<file path="src/rtl/lcdbl_pkg.sv">
package lcdbl_pkg;
  parameter int CMD_W  = 8;
  parameter int ADDR_W = 3;
  parameter int VAL_W  = 5;
  parameter int INT_W  = VAL_W + 1;

  localparam logic [ADDR_W-1:0] ADDR_RES  = 3'd0;
  localparam logic [ADDR_W-1:0] ADDR_DUTY = 3'd2;

  typedef struct packed {
    logic             loadDuty;
    logic             loadRes;
    logic             resQuarter;
    logic [VAL_W-1:0] dutyVal;
    logic             newBit5;
    logic             newPower;
    logic             raiseUpdate;
  } ctl_strobes_t;
endpackage

</file>
<file path="src/rtl/lcdbl_ctrl.sv">
module lcdbl_ctrl
  import lcdbl_pkg::*;
(
  input  logic             cmdValid,
  input  logic [CMD_W-1:0] cmdByte,
  input  logic             dimN,
  input  logic             bkPower,
  input  logic             curBit5,
  input  logic             curPower,
  output ctl_strobes_t     ctl
);
  logic [ADDR_W-1:0] cmdAddr;
  logic [VAL_W-1:0]  cmdVal;
  logic              isDuty;
  logic              isRes;
  logic              nextBit5;
  logic              bit5Moves;
  logic              powerMoves;

  assign cmdAddr = cmdByte[CMD_W-1 -: ADDR_W];
  assign cmdVal  = cmdByte[VAL_W-1:0];

  always_comb begin
    isDuty     = cmdValid && (cmdAddr == ADDR_DUTY);
    isRes      = cmdValid && (cmdAddr == ADDR_RES);
    nextBit5   = ~dimN;
    bit5Moves  = nextBit5 != curBit5;
    powerMoves = bkPower != curPower;

    ctl             = '0;
    ctl.loadDuty    = isDuty;
    ctl.loadRes     = isRes;
    ctl.resQuarter  = |cmdVal;
    ctl.dutyVal     = cmdVal;
    ctl.newBit5     = nextBit5;
    ctl.newPower    = bkPower;
    ctl.raiseUpdate = powerMoves || (bkPower && (bit5Moves || isDuty));
  end
endmodule

</file>
<file path="src/rtl/lcdbl_datapath.sv">
module lcdbl_datapath
  import lcdbl_pkg::*;
(
  input  logic             clk,
  input  logic             rstN,
  input  ctl_strobes_t     ctl,
  output logic [INT_W-1:0] intensity,
  output logic [INT_W-1:0] brightness,
  output logic             quarterRes,
  output logic             updatePulse,
  output logic             curBit5,
  output logic             curPower
);
  logic [VAL_W-1:0] dutyReg;
  logic             bit5Reg;
  logic             pwrReg;
  logic             resReg;
  logic             pulseReg;

  always_ff @(posedge clk or negedge rstN) begin
    if (!rstN) begin
      dutyReg  <= '0;
      bit5Reg  <= 1'b0;
      pwrReg   <= 1'b0;
      resReg   <= 1'b0;
      pulseReg <= 1'b0;
    end else begin
      if (ctl.loadDuty) dutyReg <= ctl.dutyVal;
      if (ctl.loadRes)  resReg  <= ctl.resQuarter;
      bit5Reg  <= ctl.newBit5;
      pwrReg   <= ctl.newPower;
      pulseReg <= ctl.raiseUpdate;
    end
  end

  assign intensity   = {bit5Reg, dutyReg};
  assign brightness  = pwrReg ? intensity : '0;
  assign quarterRes  = resReg;
  assign updatePulse = pulseReg;
  assign curBit5     = bit5Reg;
  assign curPower    = pwrReg;
endmodule

</file>
<file path="src/rtl/lcdbl_top.sv">
module lcdbl_top
  import lcdbl_pkg::*;
(
  input  logic             clk,
  input  logic             rstN,
  input  logic             cmdValid,
  input  logic [CMD_W-1:0] cmdByte,
  input  logic             dimN,
  input  logic             bkPower,
  output logic [INT_W-1:0] intensity,
  output logic [INT_W-1:0] brightness,
  output logic             quarterRes,
  output logic             updatePulse
);
  ctl_strobes_t ctl;
  logic         curBit5;
  logic         curPower;

  lcdbl_ctrl ctrl_i (
    .cmdValid (cmdValid),
    .cmdByte  (cmdByte),
    .dimN     (dimN),
    .bkPower  (bkPower),
    .curBit5  (curBit5),
    .curPower (curPower),
    .ctl      (ctl)
  );

  lcdbl_datapath dp_i (
    .clk         (clk),
    .rstN        (rstN),
    .ctl         (ctl),
    .intensity   (intensity),
    .brightness  (brightness),
    .quarterRes  (quarterRes),
    .updatePulse (updatePulse),
    .curBit5     (curBit5),
    .curPower    (curPower)
  );
endmodule

</file>
<file path="config.mk">
export PLATFORM = sky130hd
export DESIGN_NAME = lcdbl_top
export DESIGN_NICKNAME = d
export VERILOG_FILES = /design/src/rtl/lcdbl_pkg.sv /design/src/rtl/lcdbl_ctrl.sv /design/src/rtl/lcdbl_datapath.sv /design/src/rtl/lcdbl_top.sv
export SDC_FILE = /design/constraint.sdc
export NUM_CORES = 1
export LEC_CHECK = 0
export CAP_MARGIN = 10
export CORE_AREA = 2 2 39 41
export DETAILED_ROUTE_END_ITERATION = 12
export DIE_AREA = 0 0 41 43
export GPL_ROUTABILITY_DRIVEN = 0
export PLACE_DENSITY = 0.73
export SYNTH_ARGS = -nofsm -noshare
export SYNTH_HDL_FRONTEND = slang
export SYNTH_HIERARCHICAL = 1
export SYNTH_SLANG_ARGS = --single-unit
</file>
<file path="constraint.sdc">
create_clock -name clk -period 1.86 [get_ports clk]
set_clock_uncertainty 0.1 [all_clocks]
set_input_delay 0.372 -clock clk [delete_from_list [all_inputs] [get_ports clk]]
set_output_delay 0.372 -clock clk [all_outputs]
set_load 0.005 [all_outputs]
</file>
Yosys cells after proc, flatten, opt, wreduce, memory -nomap -nowiden

Cells that the tools add are included.

Flip-flop bits (word level): 9
Input port bits: 13
Output and inout port bits: 14
Logic and storage cells: 17

Equal/unequal tests: 3
Mux-type cells: 1
Bitwise gates (word level): 1
Reduce and logical (&&, ||, !) cells: 7

Operators by type and width:

| kind                                                | count |
|---|---|
| two-way mux 6 bit                                   | 1 |
| OR reduction 5 bit                                  | 1 |
| equality test 3 x 2 -> 1 bit, second input constant | 1 |
| logical AND 1 bit                                   | 3 |
| zero test 3 bit                                     | 1 |
| logical OR 1 bit                                    | 2 |
| != test 1 bit                                       | 2 |
| inverter 1 bit                                      | 1 |

Depth between registers and ports, before layout

Gate-level depths: netlist of run 1.

Depth after elaboration: 5
Gate-level depth with buffers: 3
Depth with buffers taken out: 3

Hierarchy

Netlist of run 1, hierarchy kept.

Modules (own cells, without submodules):

| module         | times used | cells each | area each (sq um) | seq. area each (sq um) |
|---|---|---|---|---|
| lcdbl_datapath | 1          | 22         | 337.8             | 225.2 |
| lcdbl_ctrl     | 1          | 19         | 132.6             | 0.0 |

Worst setup path after synthesis of run 1

No wires, ideal clock.

Kind: input-to-reg
Start point: input port cmdByte[5]
End point: register dp_i.resReg, in the netlist dp_i/quarterRes
Library setup time: 0.127 ns
Data arrival time: 1.079 ns
Required time: 1.633 ns
Slack: 0.554 ns
Cell stages on the path: 3
Buffers on the path: 1
Cells stage by stage: nor4b_1 > buf_4 > mux2_1

RTL lines:

| element              | line                 | RTL |
|---|---|---|
| start, declared      | lcdbl_top.sv:7       | `input logic [CMD_W-1:0] cmdByte,` |
| end signal, assigned | lcdbl_datapath.sv:29 | `if (ctl.loadRes) resReg <= ctl.resQuarter;` |
| end, declared        | lcdbl_datapath.sv:17 | `logic resReg;` |

Worst setup path in the final report of run 1

Start point: register dp_i.pwrReg, in the netlist dp_i/curPower
End point: output port brightness[2]

Word-level cells in the longest chain between the ends: 1

Ends and longest elaborated chain:

| element                | line                 | RTL |
|---|---|---|
| start, declared        | lcdbl_datapath.sv:16 | `logic pwrReg;` |
| start signal, assigned | lcdbl_datapath.sv:31 | `pwrReg <= ctl.newPower;` |
| two-way mux 6 bit      | lcdbl_datapath.sv:37 | `assign brightness = pwrReg ? intensity : '0;` |
| end, declared          | lcdbl_top.sv:11      | `output logic [INT_W-1:0] brightness,` |

No other way between the ends.

==> results of run 1 <==
worst max-delay path, delay by kind of cell, from the launching register on:
| kind | cells | cell delay (ns) |
|---|---|---|
| buffers and inverters | 1 | 0.49 |
| DFF | 1 | 0.41 |
| and+or+nand+nor | 1 | 0.14 |
metal layers:
layer	share of wire, %	wire [um]
met2	45	388
met1	44	376
met4	0	0
met5	0	0
met3	11	90
registers in the layout, indices dropped and copies added, names as in the netlist:
signal            flops
dp_i/curBit5          1
dp_i/curPower         1
dp_i/dutyReg          5
dp_i/quarterRes       1
dp_i/updatePulse      1
worst max-delay path by stage:
stage                       start              end  slack (ns)  cells after the start
floorplan              cmdByte[5]  dp_i/quarterRes        0.55                      3
global placement       cmdByte[7]  dp_i/dutyReg[4]        0.07                      3
detailed placement     cmdByte[7]  dp_i/dutyReg[3]        0.04                      3
CTS                 dp_i/curPower    brightness[2]        0.02                      2
global route        dp_i/curPower    brightness[2]        0.02                      2
finish              dp_i/curPower    brightness[2]         0.1                      2
synthesized netlist by cell type (all sizes together):
| master | n |
|---|---|
| buf | 10 |
| dfrtp | 9 |
| and2 | 6 |
| mux2 | 6 |
| nand2 | 2 |
| and4bb | 1 |
| inv | 1 |
| nor2 | 1 |
| nor3 | 1 |
| nor4b | 1 |
| o31a | 1 |
| or2 | 1 |
| xnor2 | 1 |
power by group:
part	leakage [nW]	switching [mW]	internal [mW]	total, mW
registers	0.102	0.0190	0.226	0.245
clock network	0.0150	0.0640	0.0824	0.146
logic	0.164	0.0433	0.121	0.164
area by class of cell:
| type | instances | area (um2) |
|---|---|---|
| Timing Repair Buffer | 26 | 260 |
| Fill cell | 138 | 681 |
| Inverter | 1 | 3.75 |
| Multi-Input combinational cell | 21 | 166 |
| Tap cell | 16 | 20.0 |
| Clock buffer | 4 | 26.3 |
| Sequential cell | 9 | 226 |
stage by stage:
stage	cells	power, mW
global placement	73	0.412
floorplan	41	0.302
detailed placement	73	0.416
global route	77	0.589
CTS	77	0.562
finish	77	0.556
logic make-up (layout without fill, tap and decap cells):
group,count (synthesis),in the layout,share of synthesized area [%]
AOI/OAI and AO/OA,1,1,1.86
xor gates and xnor gates,1,1,1.86
buffers and inverters,11,31,16.8
DFF,9,9,47.9
muxes,6,6,14.4
and+or+nand+nor,13,13,17.3
==> reports/metrics.cfg, run 1 <==
[clock_network]
cts_tree = built
clockBufferDepth = 2
cts_resized = 0
cts_setup_buffers = 0
worstSkewPairLatency_ns = 0.26
ctsHoldBuffers = 0
cts_made_buffers = 3
clock-sinks = 9
htreeDepth = 1
clk_pin_slew_worst_paths_ns = 0.06
cts_root_buffer = clkbuf_4

[synth]
synthTopCellsByArea = dfrtp_1 (48%), buf_4 (16%), mux2_1 (14%), and2_1 (8.0%), and4bb_1 (2.7%)
synth.distinct_cells = 13
synth.avg_cell_area_um2 = 11.5
synth_top_area_cell = dfrtp_1
syn-instance-count = 41
seq_area_frac_synth_pct = 47.9
yosysWarnings = 6
yosys_register_bits = 9
synth_nets = 54
synth_top_area_share_pct = 47.9
synth_area_um2 = 470

[critical_path]
r2r_slack_ns = 0.79
worstSetupPathType = reg -> out
crit_fanout = 8
cp.arrival_ns = 1.29
cp_cell_sequence = and2_1 -> clkdlybuf4s50_1
critPathLaunchType = register
critPathSlowestCell = clkdlybuf4s50_1
rr_startpoint = dp_i/curPower
max_stage_delay_ns = 0.49
crit_required_ns = 1.39
setup.worst_path.end_class = output port
r2r_end = dp_i/updatePulse
ff2ff_path_depth = 2

[grt]
grt-ovfl-total = 0
grt_util_met3_pct = 3.14
top_usage_layer = met2
use_met1_pct = 13.6
antenna_found_initial = 0
grt_pass1_wl_um = 1310
met2_usage_pct = 16.6
grtUsageTotal_pct = 11.4
grt_pass1_vias = 316
grt_max_degree = 10

[hold_path]
min_path_type = in -> async

[timing]
relSlewSlack_pct = 74.3
hold_viol_final = 0
tightest_slew_ns = 0.384
setup_slack_ns = 0.0977
rsz0062_at_grt = no
tns_ns = 0
timing.hold.ws_ns = 0.299
fin_crit_sh_pct = 94.7
fmax_ghz = 0.567
layout_min_cycle_time_ns = 1.76
finalMaxSlewViolations = 0
setup_violations = 0

[finish]
final_common_cell = clkdlybuf4s50_1
fin_util_pct = 50.8
design_area_um2 = 703
nets = 75
insertedDiodeCount = 0
most-common-layout-cells = clkdlybuf4s50_1 (26), dfrtp_1 (8), and2_1 (6), mux2_1 (6), clkbuf_4 (3)
layout-drive-gt1-share_pct = 8.20
syn_to_final_growth_pct = 49.5

[drt]
totalWireLength_um = 856
postRouteAntennaNets = 0
avgRoutedWirePerCell_um = 11.1
firstDrtPassIters = 2
vias = 340
via_per_inst = 4.42
dr.first_iter.drc_count = 1
drc = 0

[placed_design]
place_hpwl_um = 694
dpl_worst_slack_ns = 0.0398
placed_cell_area_um2 = 676
io_buffer_count = 26

[floorplanning]
die_h_um = 43
core_um2 = 1380
initial_core_util_pct = 34.0
die_w_um = 41
rows = 14
pin_count = 27
fp.dieArea_um2 = 1760

[run_status]
status = complete, no violations

[pwr]
leakage_nw = 0.281
ir_drop_v = 0.000356
p_per_area_nw_per_um2 = 790

[flow_run]
maxCapViolations = 0

No activity file was read; power rests on OpenSTA's default activity.
==> run 2, diff against run 1 <==
Settings changed: GPL_TIMING_DRIVEN from default to 0.
==> run 2 against run 1 <==
  * Sequential power about the same
  * Non-clock buffer count rose by 10
  * Maximum frequency is 0.53% lower
  * Cell count rose by 13%
  * Flip-flop and latch count unchanged
  * Largest power group unchanged
==> reports/metrics.cfg, run 2 (synthesis results as in run 1) <==
[clock_network]
clockBufferDepth = 2  ; unchanged
cts_made_buffers = 3  ; unchanged
cts_root_buffer = clkbuf_4  ; unchanged
htreeDepth = 1  ; unchanged
clock-sinks = 9  ; unchanged
cts_tree = built  ; unchanged
ctsHoldBuffers = 0  ; unchanged
cts_setup_buffers = 0  ; unchanged
clk_pin_slew_worst_paths_ns = 0.06  ; about the same
worstSkewPairLatency_ns = 0.25  ; was 0.26 ns
cts_resized = 1  ; was 0

[critical_path]
ff2ff_path_depth = 2  ; unchanged
cp.arrival_ns = 1.30  ; was 1.29 ns
worstSetupPathType = reg -> out  ; unchanged
r2r_end = dp_i/updatePulse  ; unchanged
critPathSlowestCell = clkdlybuf4s50_1  ; unchanged
cp_cell_sequence = and2_1 -> clkdlybuf4s50_1  ; unchanged
crit_fanout = 8  ; unchanged
max_stage_delay_ns = 0.49  ; about the same
rr_startpoint = dp_i/curPower  ; unchanged
critPathLaunchType = register  ; unchanged
setup.worst_path.end_class = output port  ; unchanged
crit_required_ns = 1.39  ; about the same
r2r_slack_ns = 0.81  ; was 0.79 ns

[timing]
relSlewSlack_pct = 74.2  ; was 74.3%
fin_crit_sh_pct = 95.3  ; was 94.7%
hold_viol_final = 0  ; unchanged
fmax_ghz = 0.564  ; was 0.567 GHz
tns_ns = 0  ; unchanged
layout_min_cycle_time_ns = 1.77  ; was 1.76 ns
setup_violations = 0  ; unchanged
finalMaxSlewViolations = 0  ; unchanged
tightest_slew_ns = 0.386  ; was 0.384 ns
rsz0062_at_grt = no  ; unchanged
setup_slack_ns = 0.0883  ; was 0.0977 ns
timing.hold.ws_ns = 0.301  ; was 0.299 ns

[finish]
regMostFlops = dp_i/dutyReg  ; unchanged
layout-drive-gt1-share_pct = 21.1  ; was 8.20%
largest_reg_flops = 5  ; unchanged
final_common_cell = clkdlybuf4s50_1  ; unchanged
insertedDiodeCount = 0  ; unchanged
syn_to_final_growth_pct = 66.5  ; was 49.5%
nets = 85  ; was 75
most-common-layout-cells = clkdlybuf4s50_1 (24), buf_4 (10), dfrtp_1 (8), and2_1 (6), mux2_1 (6)  ; was clkdlybuf4s50_1 (26), dfrtp_1 (8), and2_1 (6), mux2_1 (6), clkbuf_4 (3)
design_area_um2 = 783  ; was 703 um2
fillCellCount = 133  ; was 138

[drt]
via_per_inst = 4.44  ; was 4.42
firstDrtPassIters = 1  ; was 2
drc = 0  ; unchanged
dr.first_iter.drc_count = 0  ; was 1
vias = 386  ; was 340
avgRoutedWirePerCell_um = 10.8  ; was 11.1 um
postRouteAntennaNets = 0  ; unchanged
totalWireLength_um = 943  ; was 856 um

[grt]
grt_pass1_vias = 338  ; was 316
grt-ovfl-total = 0  ; unchanged
grtUsageTotal_pct = 12.9  ; was 11.4%
grt_max_degree = 10  ; unchanged
grt_pass1_wl_um = 1390  ; was 1310 um
antenna_found_initial = 0  ; unchanged

[floorplanning]
rows = 14  ; unchanged
pin_count = 27  ; unchanged
die_h_um = 43  ; unchanged
die_w_um = 41  ; unchanged
fp.dieArea_um2 = 1760  ; unchanged
core_um2 = 1380  ; unchanged
initial_core_util_pct = 34.0  ; unchanged

[placed_design]
io_buffer_count = 26  ; unchanged
placed_cell_area_um2 = 751  ; was 676 um2
dpl_worst_slack_ns = 0.0487  ; was 0.0398 ns

[flow_run]
maxCapViolations = 0  ; unchanged

[hold_path]
min_path_type = in -> async  ; unchanged

[pwr]
ir_drop_v = 0.000257  ; was 0.000356 V
p_per_area_nw_per_um2 = 728  ; was 790 nW/um2
leakage_nw = 0.360  ; was 0.281 nW

[run_status]
status = complete, no violations  ; unchanged

run 2: routing by layer:
layer / up-vias / GRT usage, % / part of all wire, %
met5: - / 0 / 0
li1: 186 / - / -
met1: 179 / 12.6 / 36
met4: 0 / 10.0 / 1.5
met2: 19 / 19.4 / 51
met3: 2 / 6.28 / 11
run 2: stage by stage:
stage | cells | total power [mW] | util (%)
after floorplan | 41 | 0.302 | -
after global placement | 83 | 0.425 | 54.2
after detailed placement | 83 | 0.430 | 54.2
after CTS | 87 | 0.581 | 56.2
after global routing | 87 | 0.613 | 56.6
final | 87 | 0.570 | 56.6
run 2: worst max-delay path by stage:
| stage | start | endpoint | slack, ns |
|---|---|---|---|
| 2_1_floorplan | cmdByte[5] | dp_i/quarterRes | 0.55 |
| 3_3_place_gp | cmdByte[7] | dp_i/dutyReg[2] | 0.07 |
| 3_5_place_dp | cmdByte[5] | dp_i/quarterRes | 0.05 |
| 4_1_cts | dp_i/curPower | brightness[3] | 0.06 |
| 5_1_grt | dp_i/curPower | brightness[1] | 0.01 |
| 6_report | dp_i/curPower | brightness[5] | 0.09 |
run 2: area by class of cell:
type | instances | area (um2) | area share (%)
plain buffers | 10 | 75.1 | 9.58
well taps | 16 | 20.0 | 2.56
multi-input cells | 21 | 166 | 21.2
clock buffers | 4 | 26.3 | 3.35
inverters | 1 | 3.75 | 0.479
repair buffers | 26 | 265 | 33.9
flip-flops and latches | 9 | 226 | 28.9
run 2: critical path: cells and delay by family, from the launching register on:
| family | cells | cell delay, ns |
|---|---|---|
| buffers and inverters | 1 | 0.49 |
| flip-flops | 1 | 0.41 |
| AND/OR/NAND/NOR | 1 | 0.14 |
run 2: power breakdown:
part           internal [mW]  leakage, nW  switching (mW)
clock network         0.0825       0.0150          0.0660
logic                  0.131        0.243          0.0458
registers              0.226        0.102          0.0191
